**src/rtl/flash_ctl_regs.sv**
```systemverilog
module flash_ctl_regs #(
  parameter int          ADDR_W    = 16,
  parameter logic [31:0] OPT_VALUE = 32'h00FF_0003,
  parameter logic [31:0] WRP_VALUE = 32'hFFFF_FFFF
) (
  input  logic              clk,
  input  logic              rst_n,
  input  logic              bus_req,
  input  logic              bus_we,
  input  logic [ADDR_W-1:0] bus_addr,
  input  logic [31:0]       bus_wdata,
  output logic [31:0]       bus_rdata,
  output logic              bus_ready,
  output logic              fl_cmd_valid,
  output logic [1:0]        fl_cmd,
  output logic [ADDR_W-3:0] fl_addr,
  output logic [15:0]       fl_data,
  input  logic              fl_done
);
  localparam int OW = ADDR_W - 1;
  localparam logic [OW-1:0] OFS_ACR = OW'(8'h00);
  localparam logic [OW-1:0] OFS_KEY = OW'(8'h04);
  localparam logic [OW-1:0] OFS_SR  = OW'(8'h0C);
  localparam logic [OW-1:0] OFS_CR  = OW'(8'h10);
  localparam logic [OW-1:0] OFS_AR  = OW'(8'h14);
  localparam logic [OW-1:0] OFS_OPT = OW'(8'h1C);
  localparam logic [OW-1:0] OFS_WRP = OW'(8'h20);
  localparam logic [31:0] KEY_A = 32'h4567_0123;
  localparam logic [31:0] KEY_B = 32'hCDEF_89AB;
  localparam logic [1:0] CMD_PAGE = 2'd1;
  localparam logic [1:0] CMD_ALL  = 2'd2;
  localparam logic [1:0] CMD_PROG = 2'd3;

  typedef enum logic [1:0] {K_WAIT1, K_WAIT2, K_OPEN, K_DEAD} kstate_t;

  kstate_t     kst;
  logic        pg, per, mer, strt;
  logic        busy, eop, err_pg, err_wp;
  logic [31:0] addr_reg;
  logic [31:0] rd_val;

  wire          in_flash = bus_addr[ADDR_W-1];
  wire [OW-1:0] ofs      = bus_addr[OW-1:0];
  wire          wr       = bus_req & bus_we;
  wire          wr_reg   = wr & ~in_flash;
  wire          wr_key   = wr_reg & (ofs == OFS_KEY);
  wire          wr_sr    = wr_reg & (ofs == OFS_SR);
  wire          wr_cr    = wr_reg & (ofs == OFS_CR);
  wire          wr_ar    = wr_reg & (ofs == OFS_AR);
  wire          wr_fl    = wr & in_flash;

  wire locked   = (kst != K_OPEN);
  wire key_dead = (kst == K_DEAD);
  wire cr_ok    = wr_cr & ~locked & ~busy;
  wire start_er = cr_ok & bus_wdata[6] & (bus_wdata[1] ^ bus_wdata[2]);
  wire start_pg = wr_fl & ~busy & ~locked & pg;
  wire start    = start_er | start_pg;
  wire bad_pg   = wr_fl & ~busy & ~locked & ~pg;
  wire bad_wp   = wr_fl & ~busy & locked;
  wire finish   = busy & fl_done;

  wire [31:0] cr_val = {24'b0, locked, strt, 3'b0, mer, per, pg};
  wire [31:0] sr_val = {26'b0, eop, err_wp, 1'b0, err_pg, 1'b0, busy};

  always_ff @(posedge clk or negedge rst_n) begin
    if (!rst_n) begin
      kst <= K_WAIT1;
    end else if (wr_key && !key_dead) begin
      case (kst)
        K_WAIT1: kst <= (bus_wdata == KEY_A) ? K_WAIT2 : K_DEAD;
        K_WAIT2: kst <= (bus_wdata == KEY_B) ? K_OPEN : K_DEAD;
        default: kst <= K_DEAD;
      endcase
    end else if (cr_ok && bus_wdata[7]) begin
      kst <= K_WAIT1;
    end
  end

  always_ff @(posedge clk or negedge rst_n) begin
    if (!rst_n) begin
      pg   <= 1'b0;
      per  <= 1'b0;
      mer  <= 1'b0;
      strt <= 1'b0;
    end else if (cr_ok) begin
      pg   <= bus_wdata[0];
      per  <= bus_wdata[1];
      mer  <= bus_wdata[2];
      strt <= start_er;
    end else if (finish) begin
      strt <= 1'b0;
    end
  end

  always_ff @(posedge clk or negedge rst_n) begin
    if (!rst_n) begin
      busy   <= 1'b0;
      eop    <= 1'b0;
      err_pg <= 1'b0;
      err_wp <= 1'b0;
    end else begin
      if (start)       busy <= 1'b1;
      else if (finish) busy <= 1'b0;
      if (finish)                     eop <= 1'b1;
      else if (wr_sr && bus_wdata[5]) eop <= 1'b0;
      if (bad_pg)                     err_pg <= 1'b1;
      else if (wr_sr && bus_wdata[2]) err_pg <= 1'b0;
      if (bad_wp)                     err_wp <= 1'b1;
      else if (wr_sr && bus_wdata[4]) err_wp <= 1'b0;
    end
  end

  always_ff @(posedge clk or negedge rst_n) begin
    if (!rst_n)                addr_reg <= '0;
    else if (wr_ar && !busy)   addr_reg <= bus_wdata;
  end

  always_ff @(posedge clk or negedge rst_n) begin
    if (!rst_n) begin
      fl_cmd_valid <= 1'b0;
      fl_cmd       <= 2'd0;
      fl_addr      <= '0;
      fl_data      <= '0;
    end else begin
      fl_cmd_valid <= start;
      if (start) begin
        fl_cmd  <= start_pg ? CMD_PROG : (bus_wdata[2] ? CMD_ALL : CMD_PAGE);
        fl_addr <= start_pg ? bus_addr[ADDR_W-2:1] : addr_reg[ADDR_W-2:1];
        fl_data <= bus_wdata[15:0];
      end
    end
  end

  always_comb begin
    case (ofs)
      OFS_ACR: rd_val = 32'b0;
      OFS_KEY: rd_val = 32'b0;
      OFS_SR:  rd_val = sr_val;
      OFS_CR:  rd_val = cr_val;
      OFS_AR:  rd_val = addr_reg;
      OFS_OPT: rd_val = OPT_VALUE;
      OFS_WRP: rd_val = WRP_VALUE;
      default: rd_val = 32'b0;
    endcase
  end

  always_ff @(posedge clk or negedge rst_n) begin
    if (!rst_n) begin
      bus_ready <= 1'b0;
      bus_rdata <= '0;
    end else begin
      bus_ready <= bus_req;
      if (bus_req && !bus_we) bus_rdata <= in_flash ? 32'b0 : rd_val;
    end
  end
endmodule

```
**config.mk**
```make
export PLATFORM = sky130hd
export DESIGN_NAME = flash_ctl_regs
export DESIGN_NICKNAME = d
export VERILOG_FILES = /design/src/rtl/flash_ctl_regs.sv
export SDC_FILE = /design/constraint.sdc
export NUM_CORES = 1
export LEC_CHECK = 0
export ABC_AREA = 1
export CORE_MARGIN = 8
export CORE_UTILIZATION = 45
export DETAILED_ROUTE_END_ITERATION = 10
export GPL_ROUTABILITY_DRIVEN = 0
export PLACE_DENSITY = 0.73
export SYNTH_ARGS = -nofsm -noshare
export SYNTH_HDL_FRONTEND = slang
export SYNTH_SLANG_ARGS = --single-unit
```
**constraint.sdc**
```tcl
create_clock -name clk -period 2.6 [get_ports clk]
set_clock_uncertainty 0.1 [all_clocks]
set_input_delay 0.52 -clock clk [delete_from_list [all_inputs] [get_ports clk]]
set_output_delay 0.52 -clock clk [all_outputs]
set_load 0.01 [all_outputs]
```
Word-level counts from Yosys, hierarchy flattened
Index checks and enable logic that the tools add are counted.
{"block": "totals", "reg_bits": 108, "output_inout_bits": 66, "wordCells": 86}
{"block": "op_classes", "muxes": 19, "reduce_logical": 17, "bitwise_logic": 23, "eq_ne": 11}
{"op": "one-hot mux 32 bit (5 select lines)", "count": 1}
{"op": "equality test 15 x 5 -> 1 bit, second input constant", "count": 3}
{"op": "equality test 32 x 31 -> 1 bit, second input constant", "count": 1}
{"op": "equality test 32 bit, second input constant", "count": 1}
{"op": "2-to-1 mux 32 bit", "count": 1}
{"op": "bitwise AND 1 bit", "count": 17}
{"op": "equality test 15 x 3 -> 1 bit, second input constant", "count": 1}
{"op": "equality test 15 x 4 -> 1 bit, second input constant", "count": 1}
{"op": "equality test 15 x 6 -> 1 bit, second input constant", "count": 1}
{"op": "2-to-1 mux 14 bit", "count": 1}
{"op": "nonzero test 2 bit", "count": 6}
{"op": "2-to-1 mux 1 bit", "count": 10}
{"op": "2-to-1 mux 2 bit", "count": 5}
{"op": "logical AND 1 bit", "count": 7}
{"op": "NOT 1 bit", "count": 4}
{"op": "one-hot mux 2 bit (2 select lines)", "count": 1}
{"op": "logical NOT 1 bit", "count": 3}
{"op": "equality test 2 x 1 -> 1 bit, second input constant", "count": 1}
{"op": "equality test 2 bit, second input constant", "count": 1}
{"op": "logical NOT 2 bit", "count": 1}
{"op": "inequality test 2 bit, second input constant", "count": 1}
{"op": "OR 1 bit", "count": 1}
{"op": "XOR 1 bit", "count": 1}

Depth between registers and ports, before layout
{"block": "depth", "word_depth": 9, "ltp_mapped": 11, "depth_no_buf": 10}

Worst setup path after synthesis
No wires, ideal clock.
{"block": "synth_path", "kind": "input to register", "from": "input bus_addr[0]", "to": "register fl_cmd[0]", "stages": 9, "slack_ns": 0.699, "arrival_ns": 1.663, "path_cell_list": "nor2_2 > nand2_2 > nor2_4 > nand2_2 > nor3_4 > nand2_4 > buf_2 > nand2_1 > nand3_1"}
{"block": "synth_via", "elab_chain_cells": 7}
{"element": "start, declared", "line": "10", "rtl": "input logic [ADDR_W-1:0] bus_addr,"}
{"element": "equality test 15 x 5 -> 1 bit", "line": "48", "rtl": "wire wr_cr = wr_reg & (ofs == OFS_CR);"}
{"element": "bitwise AND 1 bit", "line": "48"}
{"element": "bitwise AND 1 bit (2 in series)", "line": "54", "rtl": "wire cr_ok = wr_cr & ~locked & ~busy;"}
{"element": "bitwise AND 1 bit (2 in series)", "line": "55", "rtl": "wire start_er = cr_ok & bus_wdata[6] & (bus_wdata[1] ^ bus_wdata[2]);"}
{"element": "OR 1 bit", "line": "57", "rtl": "wire start = start_er | start_pg;"}
{"element": "end signal, assigned", "line": "127", "rtl": "fl_cmd <= start_pg ? CMD_PROG : (bus_wdata[2] ? CMD_ALL : CMD_PAGE);"}
{"element": "end, declared", "line": "15", "rtl": "output logic [1:0] fl_cmd,"}
No other way between the ends.
A chain may end at the register's enable or synchronous reset.

Final worst setup path
{"block": "layout_path", "from": "input bus_addr[15]", "to": "register fl_addr[12]"}
{"block": "layout_via", "elab_chain_cells": 8}
{"element": "NOT 1 bit", "line": "45", "rtl": "wire wr_reg = wr & ~in_flash;"}
{"element": "bitwise AND 1 bit", "line": "45"}
{"element": "bitwise AND 1 bit", "line": "48"}
{"element": "bitwise AND 1 bit (2 in series)", "line": "54"}
{"element": "bitwise AND 1 bit (2 in series)", "line": "55"}
{"element": "OR 1 bit", "line": "57"}
{"element": "end signal, assigned", "line": "128", "rtl": "fl_addr <= start_pg ? bus_addr[ADDR_W-2:1] : addr_reg[ADDR_W-2:1];"}
{"element": "end, declared", "line": "16", "rtl": "output logic [ADDR_W-3:0] fl_addr,"}
Parallel ways exist; a longest one is shown, timed or not.

==> results.yml <==
run_status:
  status: "finished clean"
power_and_ir_drop:
  p_clk_share_pct: 42.8
  power_density_nw_per_um2: 486
  p_sw_share_pct: 23.1
  switchingPower_uw: 768
  p_int_uw: 2560
  combinationalPowerShare_pct: 6.6
  seq_power_share_pct: 50.6
  power_uw: 3330
  p_leak_uw: 0.00364
  ir_worst_vdd_uv: 272
floorplan:
  die_x_um: 123
  coreArea_sq_um: 11300
  fp.dieArea_sq_um: 15200
  rows: 39
  die_h_um: 123
  initial_core_util_pct: 45.7
  ios: 119
critical_path:
  critPathKind: "input port to flop"
  path_cells: "clkdlybuf4s50_1 -> inv_1 -> nor3_2 -> nand3_2 -> buf_4 -> o21ai_0 -> nand2_1 -> nand2_1"
  cp_max_fo: 42
  crit_required_ns: 2.78
  cp_slowest_cell: "clkdlybuf4s50_1"
  cpPeakStageDelay_ns: 0.53
  startpoint_type: "input port"
  critPathArrivalTime_ns: 2.36
  cpMostUsedCell: "nand2_1"
  crit_path_end_kind: "flop"
global_routing:
  grt_pass1_wl_um: 24100
  grt_use_total_pct: 19.7
  grt_pass1_vias: 4778
  grt_antenna_before_repair: 0
  grt_max_degree: 47
  grt_overflow: 0
clocking:
  clk_path_buf_depth: 2
  insertion_delay_ns: 0.35
  cts_root_buffer: "clkbuf_16"
  cts_resized: 0
  post_cts_buffers: 0
  clock_sinks: 108
  ctsHoldBuffers: 0
  cts_tree: "yes"
  cts_buffers: 9
  htreeDepth: 3
  clk_pin_slew_ns: 0.07
finish:
  layout-drive-gt1-share_pct: 6.36
  final_cell_mix: "291 x nand2_1, 117 x clkdlybuf4s50_1, 108 x nand3_1, 108 x dfrtp_1, 47 x inv_1"
  diodes: 0
  nets: 850
  syn2layout_area_growth_pct: 32.3
  final_common_cell: "nand2_1"
yosys:
  ys_seq_area_share_pct: 52.2
  syn-num-nets: 737
  avgSynthCellArea_sq_um: 7.57
  synth.distinct_cells: 25
  netlist_area_sq_um: 5170
  syn_inst: 684
  synth_warnings: 0
  ys_ff_latch: 108
timing:
  setup_viol: 0
  finalCriticalPeriod_ns: 2.17
  relSlewSlack_pct: 59.7
  timing.fmax_mhz: 460
  fin_crit_sh_pct: 83.6
  slew_viol_final: 0
  worstMarginPinSlew_ns: 0.604
  hold_viol_final: 0
  setup_tns_ns: 0
  rsz0062_at_grt: "no"
route:
  drc: 0
  vias: 4926
  final_antenna_net_count: 0
  wl_per_cell_um: 15.7
  drt_wl_total_um: 14800
  dr.pass1.iters: 5
  drt_iter0_markers: 412
  viasPerCell: 5.21
placement:
  portBuffers: 118
  hpwl_um: 11000
flow_run:
  maxCapViolCount: 0
min_path:
  hold_path.class: "input port to asynchronous set/reset pin"
==> final cells by class <==
cell class	instances	area, sq um
Sequential cell	108	2700
Tap cell	143	179
Clock buffer	10	239
Timing Repair Buffer	136	1340
Fill cell	988	4470
Clock inverter	6	71.3
Multi-Input combinational cell	493	2130
Inverter	49	184
==> critical path: cells and delay by family <==
kind                   cells  cell delay (ns)
AOI/OAI and AO/OA          1             0.25
buffers and inverters      3             0.91
and+or+nand+nor            4             0.66
==> logic make-up (layout without fill, tap and decap cells) <==
family                 Yosys count  count (layout)  synth area share [%]
AO/OA/AOI/OAI                   39              39                  3.82
flip-flops                     108             108                  52.2
AND/OR/NAND/NOR                454             454                  37.2
buffers and inverters           83             201                  6.72
==> through the flow <==
| stage | instances | area [sq um] | util [%] | hold WS, ns | setup slack, ns |
|---|---|---|---|---|---|
| final | 945 | 6850 | 60.5 | 0.0710 | 0.427 |
| after global routing | 945 | 6850 | 60.5 | 0.116 | 0.268 |
| after CTS | 945 | 6850 | 60.5 | 0.0853 | 0.445 |
| after detailed placement | 929 | 6540 | 57.7 | 0.360 | 0.101 |
| after global placement | 929 | 6540 | 57.7 | 0.358 | 0.111 |
| after floorplan | 684 | 5170 | - | 0.124 | 0.699 |
==> routing by layer <==
layer / vias up / wire [um] / GRT usage [%]
li1: 2391 / - / -
met1: 2347 / 6570 / 26.7
met2: 170 / 7130 / 31.8
met3: 18 / 895 / 2.88
met4: 0 / 248 / 6.85
met5: - / 0 / 0
==> synthesized netlist by cell type (all sizes together) <==
master / instances / share of area, %
a21oi: 2 / 0.19
o211ai: 1 / 0.15
nand2: 296 / 22
buf: 15 / 1.8
nor2: 34 / 2.8
inv: 49 / 3.6
nand3: 109 / 11
clkbuf: 19 / 1.4
and2: 1 / 0.12
o21ai: 36 / 3.5
nand3b: 1 / 0.15
nor3: 7 / 0.99
dfrtp: 108 / 52
nand4: 6 / 0.73
==> final timing paths <==
check | from | to | slack, ns | cells after the start
setup / recovery | bus_addr[15] | fl_addr[12] | 0.43 | 8
hold / removal | rst_n | fl_data[13] | 0.07 | 1
setup reg to reg | kst[0] | fl_addr[12] | 0.76 | 8
hold reg to reg | addr_reg[17] | addr_reg[17] | 0.38 | 2
max in group asynchronous | rst_n | bus_rdata[28] | 1.66 | 2
min in group clk | addr_reg[17] | addr_reg[17] | 0.38 | 2
==> power by group through the flow <==
| stage | logic [uW] | registers [uW] | clock network (uW) |
|---|---|---|---|
| CTS | 221 | 1680 | 1440 |
| global placement | 217 | 1720 | 0 |
| global route | 241 | 1680 | 1510 |
| finish | 219 | 1680 | 1420 |
| detailed placement | 219 | 1720 | 0 |
| floorplan | 59.0 | 1720 | 0 |
Note: power is estimated with default switching activity, not from simulation.
